--- src/rtl/tmr_pkg.sv ---
package tmr_pkg;
   typedef enum logic [1:0] {
      SEL_INIT = 2'd0,
      SEL_DIV  = 2'd1,
      SEL_LVT  = 2'd2,
      SEL_CUR  = 2'd3
   } tmr_sel_e;

   localparam int          ENT_MASK_BIT = 16;
   localparam int          ENT_PER_BIT  = 17;
   localparam int          VEC_W        = 8;
   localparam int          SHIFT_W      = 3;
   localparam logic [3:0]  DIV_KEEP     = 4'hB;

   function automatic logic [SHIFT_W-1:0] div_shift(input logic [3:0] cfg);
      logic [SHIFT_W-1:0] code;
      code = {cfg[3], cfg[1:0]};
      return code + 3'd1;
   endfunction
endpackage

--- src/rtl/tmr_prescale.sv ---
module tmr_prescale #(
   parameter int SHIFT_W = 3,
   localparam int PRE_W  = (1 << SHIFT_W) - 1
) (
   input  logic               clk,
   input  logic               rst_n,
   input  logic               restart,
   input  logic               enable,
   input  logic               tick,
   input  logic [SHIFT_W-1:0] shift,
   output logic               step
);
   logic [PRE_W-1:0] phase_q;
   logic [PRE_W-1:0] limit;
   logic             wrap;

   if (SHIFT_W < 1 || SHIFT_W > 4) begin : g_bad_shift
      $error("tmr_prescale: SHIFT_W out of range");
   end

   for (genvar i = 0; i < PRE_W; i++) begin : g_limit
      assign limit[i] = (i < int'(shift));
   end

   assign wrap = (phase_q >= limit);
   assign step = enable & tick & ~restart & wrap;

   always_ff @(posedge clk or negedge rst_n) begin
      if (!rst_n)                 phase_q <= '0;
      else if (restart)           phase_q <= '0;
      else if (enable && tick)    phase_q <= wrap ? '0 : phase_q + 1'b1;
   end

   p_idle_no_step_r8: assert property (@(posedge clk) disable iff (!rst_n)
      !tick |-> !step);
endmodule

--- src/rtl/tmr_count.sv ---
module tmr_count #(
   parameter int CNT_W = 32
) (
   input  logic             clk,
   input  logic             rst_n,
   input  logic             restart,
   input  logic [CNT_W-1:0] load_val,
   input  logic [CNT_W-1:0] reload_val,
   input  logic             step,
   input  logic             periodic,
   output logic [CNT_W-1:0] count,
   output logic             expire
);
   logic [CNT_W-1:0] cnt_q;

   if (CNT_W < 2) begin : g_bad_cnt
      $error("tmr_count: CNT_W must be at least 2");
   end

   assign count  = cnt_q;
   assign expire = step & ~restart & (cnt_q == CNT_W'(1));

   always_ff @(posedge clk or negedge rst_n) begin
      if (!rst_n)                    cnt_q <= '0;
      else if (restart)              cnt_q <= load_val;
      else if (step) begin
         if (cnt_q != '0)            cnt_q <= cnt_q - 1'b1;
         else if (periodic)          cnt_q <= reload_val;
      end
   end

   p_oneshot_hold_r3: assert property (@(posedge clk) disable iff (!rst_n)
      (cnt_q == '0 && !periodic && !restart) |=> (cnt_q == '0));
   p_step_dec_r2: assert property (@(posedge clk) disable iff (!rst_n)
      (step && !restart && cnt_q != '0) |=> (cnt_q == $past(cnt_q) - 1'b1));
   p_stable_idle_r8: assert property (@(posedge clk) disable iff (!rst_n)
      (!step && !restart) |=> $stable(cnt_q));
   p_reload_r4: assert property (@(posedge clk) disable iff (!rst_n)
      (step && !restart && periodic && cnt_q == '0) |=> (cnt_q == $past(reload_val)));
endmodule

--- src/rtl/lapic_cd_timer.sv ---
module lapic_cd_timer
   import tmr_pkg::*;
#(
   parameter int DATA_W = 32,
   parameter int CNT_W  = 32
) (
   input  logic              clk,
   input  logic              rst_n,
   input  logic              wr_en,
   input  logic [1:0]        wr_sel,
   input  logic [DATA_W-1:0] wr_data,
   input  logic [1:0]        rd_sel,
   output logic [DATA_W-1:0] rd_data,
   input  logic              base_tick,
   output logic              irq_req,
   output logic [VEC_W-1:0]  irq_vector
);
   if (CNT_W > DATA_W || DATA_W < 18) begin : g_bad_width
      $error("lapic_cd_timer: widths do not fit the register layout");
   end

   logic [CNT_W-1:0] init_q;
   logic [3:0]       div_q;
   logic [VEC_W-1:0] vec_q;
   logic             mask_q, per_q;
   logic             irq_q;
   logic [VEC_W-1:0] irq_vec_q;
   logic             restart, step, expire;
   logic [CNT_W-1:0] cur_cnt;
   logic [SHIFT_W-1:0] shift;

   assign restart = wr_en && (wr_sel == SEL_INIT);
   assign shift   = div_shift(div_q);

   always_ff @(posedge clk or negedge rst_n) begin
      if (!rst_n) begin
         init_q <= '0;
         div_q  <= '0;
         vec_q  <= '0;
         mask_q <= 1'b1;
         per_q  <= 1'b0;
      end else if (wr_en) begin
         case (wr_sel)
            SEL_INIT: init_q <= wr_data[CNT_W-1:0];
            SEL_DIV:  div_q  <= wr_data[3:0] & DIV_KEEP;
            SEL_LVT: begin
               vec_q  <= wr_data[VEC_W-1:0];
               mask_q <= wr_data[ENT_MASK_BIT];
               per_q  <= wr_data[ENT_PER_BIT];
            end
            default: ;
         endcase
      end
   end

   tmr_prescale #(.SHIFT_W(SHIFT_W)) u_pre (
      .clk(clk), .rst_n(rst_n), .restart(restart),
      .enable(init_q != '0), .tick(base_tick), .shift(shift), .step(step)
   );

   tmr_count #(.CNT_W(CNT_W)) u_cnt (
      .clk(clk), .rst_n(rst_n), .restart(restart),
      .load_val(wr_data[CNT_W-1:0]), .reload_val(init_q),
      .step(step), .periodic(per_q), .count(cur_cnt), .expire(expire)
   );

   always_ff @(posedge clk or negedge rst_n) begin
      if (!rst_n) begin
         irq_q     <= 1'b0;
         irq_vec_q <= '0;
      end else begin
         irq_q <= expire & ~mask_q;
         if (expire) irq_vec_q <= vec_q;
      end
   end

   assign irq_req    = irq_q;
   assign irq_vector = irq_vec_q;

   always_comb begin
      rd_data = '0;
      case (rd_sel)
         SEL_INIT: rd_data = DATA_W'(init_q);
         SEL_DIV:  rd_data = DATA_W'(div_q);
         SEL_LVT: begin
            rd_data[VEC_W-1:0]   = vec_q;
            rd_data[ENT_MASK_BIT] = mask_q;
            rd_data[ENT_PER_BIT]  = per_q;
         end
         default:  rd_data = DATA_W'(cur_cnt);
      endcase
   end

   p_masked_silent_r5: assert property (@(posedge clk) disable iff (!rst_n)
      mask_q |=> !irq_req);
   p_single_pulse_r5: assert property (@(posedge clk) disable iff (!rst_n)
      irq_req |=> !irq_req);
   p_zero_quiet_r7: assert property (@(posedge clk) disable iff (!rst_n)
      (init_q == '0 && !wr_en) |=> !irq_req);
   p_div_keep_r1: assert property (@(posedge clk) disable iff (!rst_n)
      (div_q & ~DIV_KEEP) == 4'h0);
endmodule

--- config.mk ---
export PLATFORM = sky130hd
export DESIGN_NAME = lapic_cd_timer
export DESIGN_NICKNAME = d
export VERILOG_FILES = /design/src/rtl/tmr_pkg.sv /design/src/rtl/tmr_prescale.sv /design/src/rtl/tmr_count.sv /design/src/rtl/lapic_cd_timer.sv
export SDC_FILE = /design/constraint.sdc
export NUM_CORES = 1
export LEC_CHECK = 0
export ABC_AREA = 1
export BUFFER_PORTS_ARGS = -buffer_cell sky130_fd_sc_hd__buf_2
export CAP_MARGIN = 15
export CORE_MARGIN = 2
export CORE_UTILIZATION = 50
export DETAILED_ROUTE_END_ITERATION = 8
export PLACE_DENSITY = 0.81
export SYNTH_ARGS = -nofsm -noshare
export SYNTH_HDL_FRONTEND = slang
export SYNTH_SLANG_ARGS = --single-unit
export TNS_END_PERCENT = 10
--- constraint.sdc ---
create_clock -name clk -period 2.2 [get_ports clk]
set_input_delay 0.44 -clock clk [delete_from_list [all_inputs] [get_ports clk]]
set_output_delay 0.44 -clock clk [all_outputs]
set_load 0.005 [all_outputs]
==> impl_metrics.json, run 1 <==
{
  "power_frac_comb_pct": 49.3,
  "critPathMaxStageDelay_ps": 410,
  "fin_ws_ps": -144.7,
  "hp-class": "input pin to register",
  "clkPwrFrac_pct": 20.3,
  "crit_chain": "ha_4, nand2_2, nand2_2, inv_4, o21ai_2, ha_1, nand2_2, nor2_4, nand3_1, nand2_1, a21oi_2, buf_4, nor2_4, buf_6, nand3_2, nand2_1",
  "drive_above_1_share_pct": 19.25,
  "fin_crit_ps": 2345,
  "clockBufferDepth": 2,
  "clk_latency_ps": 360,
  "dieArea_sq_um": 13400,
  "setup_viol": 42,
  "core_sq_um": 12110,
  "globalplace.congestion": 0.9768,
  "cts_made_buffers": 9,
  "status": "finished, violations left",
  "grt_max_degree": 46,
  "pwr_density_cell_nw_per_um2": 1136,
  "grt_pass1_vias": 6044,
  "fp.dieH_um": 115.8,
  "power_leakage_nw": 4.054,
  "tightest_slew_ps": 480.6,
  "reg2reg_depth": 16,
  "vias_per_cell": 5.428,
  "num_vias": 6411,
  "ys_seq_area_share_pct": 37.28,
  "worstPathArrival_ps": 2640,
  "yosysWarnings": 0,
  "grtUsageTotal_pct": 28.56,
  "dp.cells": 1161,
  "ys_ff_latch": 93,
  "setup.worst_path.end_class": "register",
  "totalWireLength_um": 18390,
  "place_area_sq_um": 7015,
  "finish.instance_area_sq_um": 7521,
  "ir_drop_mv": 0.4713,
  "hold_viol": 0,
  "crit_top_cell": "nand2_2",
  "fmax_ghz": 0.4265,
  "grt_pass1_wl_um": 29720,
  "die_w_um": 115.8,
  "clockRootBuffer": "clkbuf_16",
  "n_antenna_cell": 0,
  "p_sw_share_pct": 45.54,
  "dr.pass1.iters": 5,
  "ctsHtreeMaxLevel": 3,
  "maxSlewViolCount": 0,
  "max_cap_violations": 0,
  "cp_max_fo": 5,
  "crit_required_ps": 2500,
  "fin_worst_skew_ps": 6.581,
  "p_seq_share_pct": 30.4,
  "numPortBuffers": 80,
  "crit_path_start_kind": "register",
  "avgSynthCellArea_sq_um": 6.841,
  "synth.distinct_cells": 38,
  "dp_hpwl_um": 13250,
  "cts_tree": "yes",
  "slew_headroom_pct": 67.88,
  "layout.nets": 1059,
  "hold_depth": 3,
  "fp-row-count": 40,
  "drc_errors": 0,
  "synthCells": 913,
  "cpMaxStageDelayCell": "dfrtp_1",
  "ioPinCount": 81,
  "antenna_found_initial": 0,
  "syn2layout_area_growth_pct": 20.41,
  "wl_per_cell_um": 15.57,
  "timing.final.crit_share_pct": 106.6,
  "syn_nets": 964,
  "start_util_pct": 51.57,
  "internal-power_w": 0.004654,
  "ant_nets": 0,
  "overflow": 0,
  "clock_sinks": 93,
  "rsz0062_at_grt": "yes",
  "path_clk_slew_ps": 70,
  "path_class": "register to register",
  "synthesis.area_sq_um": 6246,
  "violations": "negative setup slack",
  "stdcell_count": 1181,
  "power.switching_w": 0.003892,
  "drtIter0Drc": 464
}
## worst max-delay path: cells and delay by family, from the launching register on
kind            cells  cell delay (ps)
fa+ha+maj           2              480
compound gates      2              100
simple gates        9              880
flops               1              410
buf+inv             3              400
## cell usage after synthesis (all sizes together)
cell type / instances / share of area, %
a22oi: 2 / 0.24
mux2: 5 / 0.90
nand4: 8 / 0.80
dfstp: 1 / 0.42
a21boi: 1 / 0.12
o21ai: 68 / 5.5
o2111ai: 1 / 0.14
inv: 102 / 6.1
xor2: 15 / 2.1
nand3: 116 / 9.8
buf: 22 / 2.5
a221oi: 2 / 0.28
o221ai: 7 / 0.98
o22ai: 24 / 2.4
and2: 1 / 0.10
dfrtp: 92 / 37
a21oi: 3 / 0.24
nand2: 316 / 20
nor2: 96 / 7.1
o21bai: 3 / 0.42
xnor2: 3 / 0.42
nor3: 1 / 0.080
clkbuf: 13 / 0.78
ha: 11 / 2.2
## per-layer routing
| layer | vias to the layer above | share of wire [%] | GRT usage [%] |
|---|---|---|---|
| met4 | 0 | 3.6 | 14.13 |
| li1 | 3129 | - | - |
| met3 | 50 | 7.3 | 4.655 |
| met2 | 270 | 47 | 45.11 |
| met5 | - | 0 | 0 |
| met1 | 2962 | 43 | 38.35 |
## layout by cell type, fill, tap and decap left out, types with 2 or more instances in the layout
| master | Yosys | routed |
|---|---|---|
| a221oi_1 | 2 | 2 |
| buf_2 | 15 | 79 |
| nand2_1 | 309 | 298 |
| nor2_4 | 4 | 8 |
| clkinv_2 | 0 | 2 |
| bufinv_16 | 0 | 2 |
| nand2_4 | 3 | 5 |
| dfrtp_1 | 92 | 92 |
| o21bai_1 | 2 | 2 |
| buf_12 | 0 | 6 |
| o21ai_0 | 62 | 58 |
| o221ai_1 | 7 | 7 |
| nand3_2 | 1 | 8 |
| o22ai_1 | 24 | 24 |
| inv_1 | 100 | 97 |
| o21ai_1 | 5 | 7 |
| xnor2_1 | 3 | 3 |
| nand3_1 | 113 | 106 |
| a21oi_1 | 3 | 2 |
| nor2_1 | 87 | 83 |
| nand3_4 | 2 | 2 |
| ha_1 | 11 | 7 |
| xor2_1 | 15 | 15 |
| nand2_2 | 4 | 14 |
| clkbuf_16 | 0 | 9 |
| nor2_8 | 3 | 3 |
| buf_4 | 0 | 31 |
| ha_4 | 0 | 4 |
| a22oi_1 | 2 | 2 |
| mux2_2 | 5 | 5 |
| inv_2 | 2 | 4 |
| o21ai_2 | 1 | 3 |
| nand4_1 | 8 | 8 |
| nor2_2 | 2 | 2 |
## through the flow
stage / hold WS [ps] / TNS (ps) / worst slack (ps) / utilization (%) / power [W]
after global routing: 340.0 / -10590 / -314.0 / 62.10 / 0.009258
after floorplan: 144.4 / -1437 / -55.64 / - / 0.005451
final: 329.4 / -2381 / -144.7 / 62.10 / 0.008546
after CTS: 329.8 / -3149 / -102.2 / 61.04 / 0.008388
after global placement: 326.5 / -626.0 / -67.54 / 57.92 / 0.006508
after detailed placement: 325.7 / -3933 / -159.2 / 57.92 / 0.006606
## kinds of logic (layout without fill, tap and decap cells)
family | after synthesis | after routing | share of synthesized area (%)
buf+inv | 137 | 236 | 9.375
mux | 5 | 5 | 0.9014
xor+xnor | 18 | 18 | 2.524
compound gates | 111 | 111 | 10.34
simple gates | 538 | 539 | 37.38
fa+ha+maj | 11 | 11 | 2.203
flops | 93 | 93 | 37.28
## power groups by stage
| stage | clock [W] | sequential (W) | combinational (W) |
|---|---|---|---|
| final | 0.00173 | 0.00260 | 0.00422 |
| after global routing | 0.00183 | 0.00266 | 0.00478 |
| after detailed placement | 0 | 0.00260 | 0.00401 |
| after floorplan | 0 | 0.00248 | 0.00297 |
| after CTS | 0.00175 | 0.00258 | 0.00407 |
| after global placement | 0 | 0.00259 | 0.00392 |
## worst paths after layout
path	startpoint	endpoint	slack, ps
max	div_q[0]	irq_vector[4]	-140
min	wr_data[30]	init_q[30]	330
max reg2reg	div_q[0]	irq_vector[4]	-140
min reg2reg	irq_vector[1]	irq_vector[1]	480
max in group asynchronous	rst_n	mask_q	1130
min in group asynchronous	rst_n	u_cnt.count[13]	500
## flip-flops by register name, summed over array words and instances (netlist names)
| name | cells |
|---|---|
| vec_q | 8 |
| irq_req | 1 |
| u_cnt.count | 32 |
| init_q | 32 |
| u_pre.phase_q | 7 |
| per_q | 1 |
| irq_vector | 8 |
| mask_q | 1 |
| div_q | 3 |
## what timing repair did
action                                  CTS  global route
hold endpoints to repair                 13             0
buffers inserted                          1             1
cloned                                    1             0
gates resized for setup                   8            30
pin swaps                                 6            16
hold buffers                              1             0
endpoints found under the setup margin   48            48
## layout make-up
type | count | area, sq um
fillers | 1134 | 4591
multi-input cells | 684 | 3502
flip-flops and latches | 93 | 2328
repair buffers | 118 | 769.5
inverters | 102 | 385.4
clock buffers | 10 | 239.0
well taps | 168 | 210.2
clock inverters | 6 | 86.33
(Power assumes the default switching activity.)
==> run 2: changes to the inputs <==
Settings changed: ABC_AREA 1 to default, CTS_BUF_LIST from default to sky130_fd_sc_hd__clkbuf_16, PLACE_DENSITY 0.81 to 0.82.
==> run 2 against run 1 <==
Effect of this change: the run still ends with negative setup slack left; sequential power decreased by 12%; area after synthesis fell by 12%; via count decreased by 5.9%; worst hold slack lost 290 ps; highest routed layer unchanged.
==> impl_metrics.json, run 2 <==
{
  "ioPinCount": 81,
  "synth_common_cells": "131 x nand2_1, 92 x dfrtp_1, 44 x o21ai_0",
  "vias_per_cell": 6.181,
  "synthesis.area_sq_um": 5518,
  "top_usage_layer": "met2",
  "synth_xor_area_share_pct": 1.587,
  "synth_top_family_by_area": "simple AND/OR/NAND/NOR gates",
  "timing.final.crit_share_pct": 131.3,
  "numPortBuffers": 80,
  "path_clk_slew_ps": 60,
  "globalplace.congestion": 0.9203,
  "clockRootBuffer": "clkbuf_16",
  "status": "finished, violations left",
  "power.switching_w": 0.002284,
  "syn2layout_area_growth_pct": 39.05,
  "synth-compound-area-share_pct": 20.27,
  "critical-path-top-delay-family": "compound AO/OA/AOI/OAI gates",
  "p_sw_share_pct": 33.88,
  "worstPathArrival_ps": 3120,
  "synth.distinct_cells": 62,
  "dieArea_sq_um": 11890,
  "n_antenna_cell": 0,
  "cp_max_fo": 8,
  "hp-class": "input pin to asynchronous set/reset pin",
  "final_common_cell": "buf_4",
  "clockBufferDepth": 2,
  "max_cap_violations": 0,
  "cts_tree": "yes",
  "yosysWarnings": 0,
  "clk_latency_ps": 360,
  "synth_area_leader_cell": "dfrtp_1",
  "antenna_found_initial": 0,
  "synth_edf_count": 0,
  "die_w_um": 109.1,
  "cts_made_buffers": 9,
  "fin_worst_skew_ps": 8.736,
  "synth.most_common_cell": "nand2_1",
  "start_util_pct": 51.12,
  "synth_top_area_share_pct": 41.72,
  "internal-power_w": 0.004457,
  "synth-simple-area-share_pct": 21.95,
  "grt_pass1_wl_um": 30280,
  "clock_sinks": 93,
  "cts.hold.buffers_added": 0,
  "crit_required_ps": 2430,
  "path_class": "register to register",
  "yosys_most_used_dff": "dfrtp_1",
  "maxSlewViolCount": 0,
  "num-fill-cells": 777,
  "async_reset_ff_share_pct": 100.0,
  "synthCells": 626,
  "place_ws_ps": -735.5,
  "ctsHtreeMaxLevel": 3,
  "pwr_density_cell_nw_per_um2": 878.6,
  "drive_above_1_share_pct": 37.80,
  "fin_util_pct": 71.09,
  "overflow": 0,
  "gr-usage-met1_pct": 41.47,
  "power_leakage_nw": 3.757,
  "crit_chain": "ha_4, xor2_2, or3_1, ha_1, nor2b_2, o21ai_2, a311oi_2, a21boi_2, buf_6, o21ai_4, o21bai_2, a22o_1",
  "violations": "negative setup slack",
  "fin_crit_ps": 2889,
  "fp.dieH_um": 109.1,
  "grt_max_degree": 35,
  "tightest_slew_ps": 498.9,
  "fp-row-count": 38,
  "core_sq_um": 10790,
  "p_total_w": 0.006741,
  "wl_per_cell_um": 19.47,
  "ys_ff_latch": 93,
  "p_seq_share_pct": 34.1,
  "use_met2_pct": 54.30,
  "final_cell_mix": "138 x buf_4, 131 x nand2_1, 91 x dfrtp_1, 79 x buf_2, 34 x nor2_1",
  "rsz0062_at_grt": "yes",
  "ys_seq_area_share_pct": 42.20,
  "critPathBufInv": 1,
  "dr.pass1.iters": 5,
  "cpMaxStageDelayCell": "dfrtp_1",
  "layout.nets": 882,
  "setup_viol": 48,
  "fin_ws_ps": -689.0,
  "netlist_top_cells_area": "dfrtp_1 42%, nand2_1 8.9%, mux2_2 4.3%, a22o_1 4.1%, o21ai_0 4.0%",
  "setup.worst_path.end_class": "register",
  "num_vias": 6033,
  "syn_nets": 677,
  "grt_pass1_vias": 6127,
  "drc_errors": 0,
  "hold_viol": 0,
  "clkPwrFrac_pct": 26.7,
  "avgSynthCellArea_sq_um": 8.814,
  "slew_headroom_pct": 66.43,
  "ir_drop_mv": 0.5467,
  "totalWireLength_um": 19000,
  "critPathMaxStageDelay_ps": 410,
  "ant_nets": 0,
  "power_frac_comb_pct": 39.2,
  "drtIter0Drc": 459,
  "fmax_ghz": 0.3461,
  "synthAdderAreaFrac_pct": 2.494,
  "crit_path_start_kind": "register",
  "dp_hpwl_um": 12810,
  "yosys-mux-area-fraction_pct": 7.506,
  "grtUsageTotal_pct": 33.19,
  "grtUsageMet3_pct": 5.260
}
## run 2: kinds of logic after synthesis
logic type / count (synthesis)
AO/OA/AOI/OAI: 171
XOR/XNOR: 10
adder cells (fa/ha/maj): 11
buffers and inverters: 49
flip-flops: 93
multiplexers: 35
AND/OR/NAND/NOR: 257
## run 2: final timing paths
check | slack [ps] | cells after the start | startpoint | endpoint
max | -690 | 12 | div_q[1] | u_cnt.count[11]
min reg2reg | 500 | 1 | irq_vector[4] | irq_vector[4]
max in group asynchronous | 1550 | 2 | rst_n | irq_vector[0]
min in group clk | 280 | 3 | wr_data[19] | init_q[19]
max reg2reg | -690 | 12 | div_q[1] | u_cnt.count[11]
min | 40 | 1 | rst_n | init_q[10]
## run 2: metal layers
| metal | up-vias | wire length, um |
|---|---|---|
| met3 | 97 | 1590 |
| met1 | 2889 | 7340 |
| met2 | 379 | 9090 |
| li1 | 2668 | - |
| met5 | - | 0 |
| met4 | 0 | 983 |
## run 2: power by group through the flow
stage                     sequential (W)  combinational (W)  clock (W)
after global routing             0.00233            0.00285    0.00188
after CTS                        0.00229            0.00254    0.00181
after floorplan                  0.00234            0.00113          0
after global placement           0.00228            0.00228          0
after detailed placement         0.00230            0.00239          0
final                            0.00230            0.00264    0.00180
## run 2: cell type report
cell class / count / area (sq um) / share of cell area [%]
multi-input cells: 487 / 3167 / 41.28
clock inverters: 7 / 113.9 / 1.484
repair buffers: 231 / 1628 / 21.22
well taps: 140 / 175.2 / 2.283
flip-flops and latches: 93 / 2330 / 30.37
clock buffers: 9 / 225.2 / 2.935
inverters: 9 / 33.78 / 0.4403
## run 2: metrics by stage
stage	instances	setup TNS, ps	cell area (sq um)	hold WS [ps]
global placement	952	-24960	7099	408.4
global route	976	-33450	7672	66.57
detailed placement	952	-29110	7099	417.4
floorplan	626	-25920	5569	144.4
CTS	974	-24490	7624	43.45
finish	976	-27860	7672	38.40
## run 2: timing repair
| action | CTS | global route |
|---|---|---|
| gates cloned | 3 | 0 |
| pin swaps | 25 | 9 |
| hold endpoints to repair | 0 | 0 |
| buffers inserted | 3 | 2 |
| endpoints found under the setup margin | 48 | 49 |
| resized for setup | 44 | 12 |
==> run 3: changes to the inputs <==
--- a/config.mk
+++ b/config.mk
@@ -12,4 +12,5 @@
 export CTS_BUF_LIST = sky130_fd_sc_hd__clkbuf_16
 export DETAILED_ROUTE_END_ITERATION = 8
+export MAX_ROUTING_LAYER = met4
 export PLACE_DENSITY = 0.82
 export SYNTH_ARGS = -nofsm -noshare
==> constraint.sdc (replaced) <==
create_clock -name clk -period 2.2 [get_ports clk]
set_input_delay 0.44 -clock clk [delete_from_list [all_inputs] [get_ports clk]]
set_output_delay 0.44 -clock clk [all_outputs]
set_load 0.05 [all_outputs]
==> run 3 against run 2 <==
Effect of this change: the run still ends with negative setup slack left; non-clock buffer count up 1; power is essentially flat; die area did not move; clock power decreased by 13%; first-iteration DRC count is 4.6% higher; setup slack improved by 44 ps; critical endpoint is now u_cnt.count[31]; final cell count is 0.10% higher; via count decreased by 0.94%; sequential share of layout area rose by 0.46 points; count of clock-buffer cells in the layout did not move.
==> impl_metrics.json, run 3 (synthesis gave the netlist of run 2 again) <==
{
  "syn2layout_area_growth_pct": 36.89,
  "clockBufferDepth": 2,
  "crit_path_start_kind": "register",
  "fp-row-count": 38,
  "timing.final.crit_share_pct": 129.3,
  "ir_drop_mv": 0.7198,
  "drive_above_1_share_pct": 36.68,
  "globalplace.congestion": 0.9481,
  "setup_viol": 49,
  "regArea_sq_um": 2328,
  "drc_errors": 0,
  "n_antenna_cell": 0,
  "ctsHtreeMaxLevel": 3,
  "multi_input_area_sq_um": 3112,
  "critPathLaunch": "u_cnt.count[22]",
  "fin_util_pct": 69.99,
  "fin_worst_skew_ps": 9.112,
  "die_w_um": 109.1,
  "final_cell_mix": "143 x buf_4, 131 x nand2_1, 92 x dfrtp_1, 76 x buf_2, 37 x a21oi_1",
  "crit_required_ps": 2460,
  "max_cap_violations": 0,
  "totalWireLength_um": 18740,
  "tightest_slew_ps": 504.5,
  "num-fill-cells": 816,
  "num_vias": 5976,
  "clockRootBuffer": "clkbuf_16",
  "layout.nets": 883,
  "fin_ws_ps": -645.1,
  "pwr_density_cell_nw_per_um2": 893.3,
  "fp.dieH_um": 109.1,
  "hp-class": "input pin to asynchronous set/reset pin",
  "overflow": 0,
  "clk_latency_ps": 360,
  "fin_crit_ps": 2845,
  "slew_headroom_pct": 66.05,
  "path_clk_slew_ps": 70,
  "setup.worst_path.end_class": "register",
  "cts_tree": "yes",
  "numPortBuffers": 80,
  "status": "finished, violations left",
  "dr.pass1.iters": 5,
  "ioPinCount": 81,
  "ant_nets": 0,
  "maxSlewViolCount": 0,
  "cts.hold.buffers_added": 0,
  "dp_hpwl_um": 12990,
  "fmax_ghz": 0.3515,
  "vias_per_cell": 6.117,
  "p_total_w": 0.006748,
  "grt_max_degree": 61,
  "rsz0062_at_grt": "yes",
  "core_sq_um": 10790,
  "wl_per_cell_um": 19.18,
  "cts_made_buffers": 9,
  "dieArea_sq_um": 11890,
  "power_leakage_nw": 3.712,
  "grt_pass1_wl_um": 30250,
  "antenna_found_initial": 0,
  "r2r_start": "u_cnt.count[22]",
  "drtIter0Drc": 480,
  "grt_pass1_vias": 6088,
  "worstPathArrival_ps": 3100,
  "start_util_pct": 51.12,
  "cp_max_fo": 9,
  "hold_viol": 0,
  "path_class": "register to register",
  "final_common_cell": "buf_4",
  "violations": "negative setup slack",
  "grtUsageTotal_pct": 34.58,
  "clock_sinks": 93
}
-- run 3: cell types whose count changed in the layout (fill, tap and decap cells not counted), sizes merged --
cell	before	now
buf	231	229
bufinv	3	1
clkbuf	9	12
clkinv	3	4
inv	9	10
-- run 3: critical path, cell delays in order (launching register included) --
cell	delay [ps]
dfrtp_1	380
or3_1	400
or4_4	550
or4_4	580
buf_4	220
o21ai_1	190
buf_4	140
nor3_2	40
a221oi_2	230
-- run 3: power by group --
part	internal, W	switching, W	total (W)
Sequential	0.00203	0.000237	0.00227
Combinational	0.00129	0.00162	0.00290
Clock	0.000873	0.000700	0.00157
-- run 3: routing by layer --
metal	share of wire, %	global-route usage [%]
met1	39	41.68
met2	49	55.06
met3	8.5	7.113
met4	3.6	17.49
met5	0	-
-- run 3: path summary, 6_finish.rpt --
kind                                        end  slack, ps  cells past startpoint
min in group clk                     init_q[19]        290                      3
worst min-delay path                 init_q[15]          2                      1
worst min register to register    irq_vector[0]        510                      1
worst max-delay path            u_cnt.count[31]       -650                      8
max in group asynchronous                mask_q       1520                      2
worst max register to register  u_cnt.count[31]       -650                      8
-- run 3: timing repair --
action / CTS / global route
cloned: 3 / 0
setup endpoints to repair: 48 / 53
pin swaps: 25 / 1
setup buffers: 1 / 1
gates resized for setup: 36 / 6
-- run 3: cell type report --
class | count | share of cell area [%]
clock buffers | 9 | 2.982
clock inverters | 7 | 0.8448
inverters | 9 | 0.4472
multi-input cells | 487 | 41.20
flip-flops and latches | 93 | 30.83
well taps | 140 | 2.319
repair buffers | 232 | 21.38
-- run 3: through the flow --
stage | TNS, ps | cell area (sq um) | hold WS [ps] | worst slack (ps) | std cells
after floorplan | -28260 | 5569 | 144.4 | -627.4 | 626
after global placement | -24900 | 7117 | 382.8 | -606.7 | 956
after detailed placement | -30630 | 7117 | 393.3 | -741.7 | 956
after CTS | -26230 | 7526 | 7.059 | -628.2 | 976
after global routing | -31470 | 7553 | 20.58 | -760.1 | 977
final | -26260 | 7553 | 2.388 | -645.1 | 977
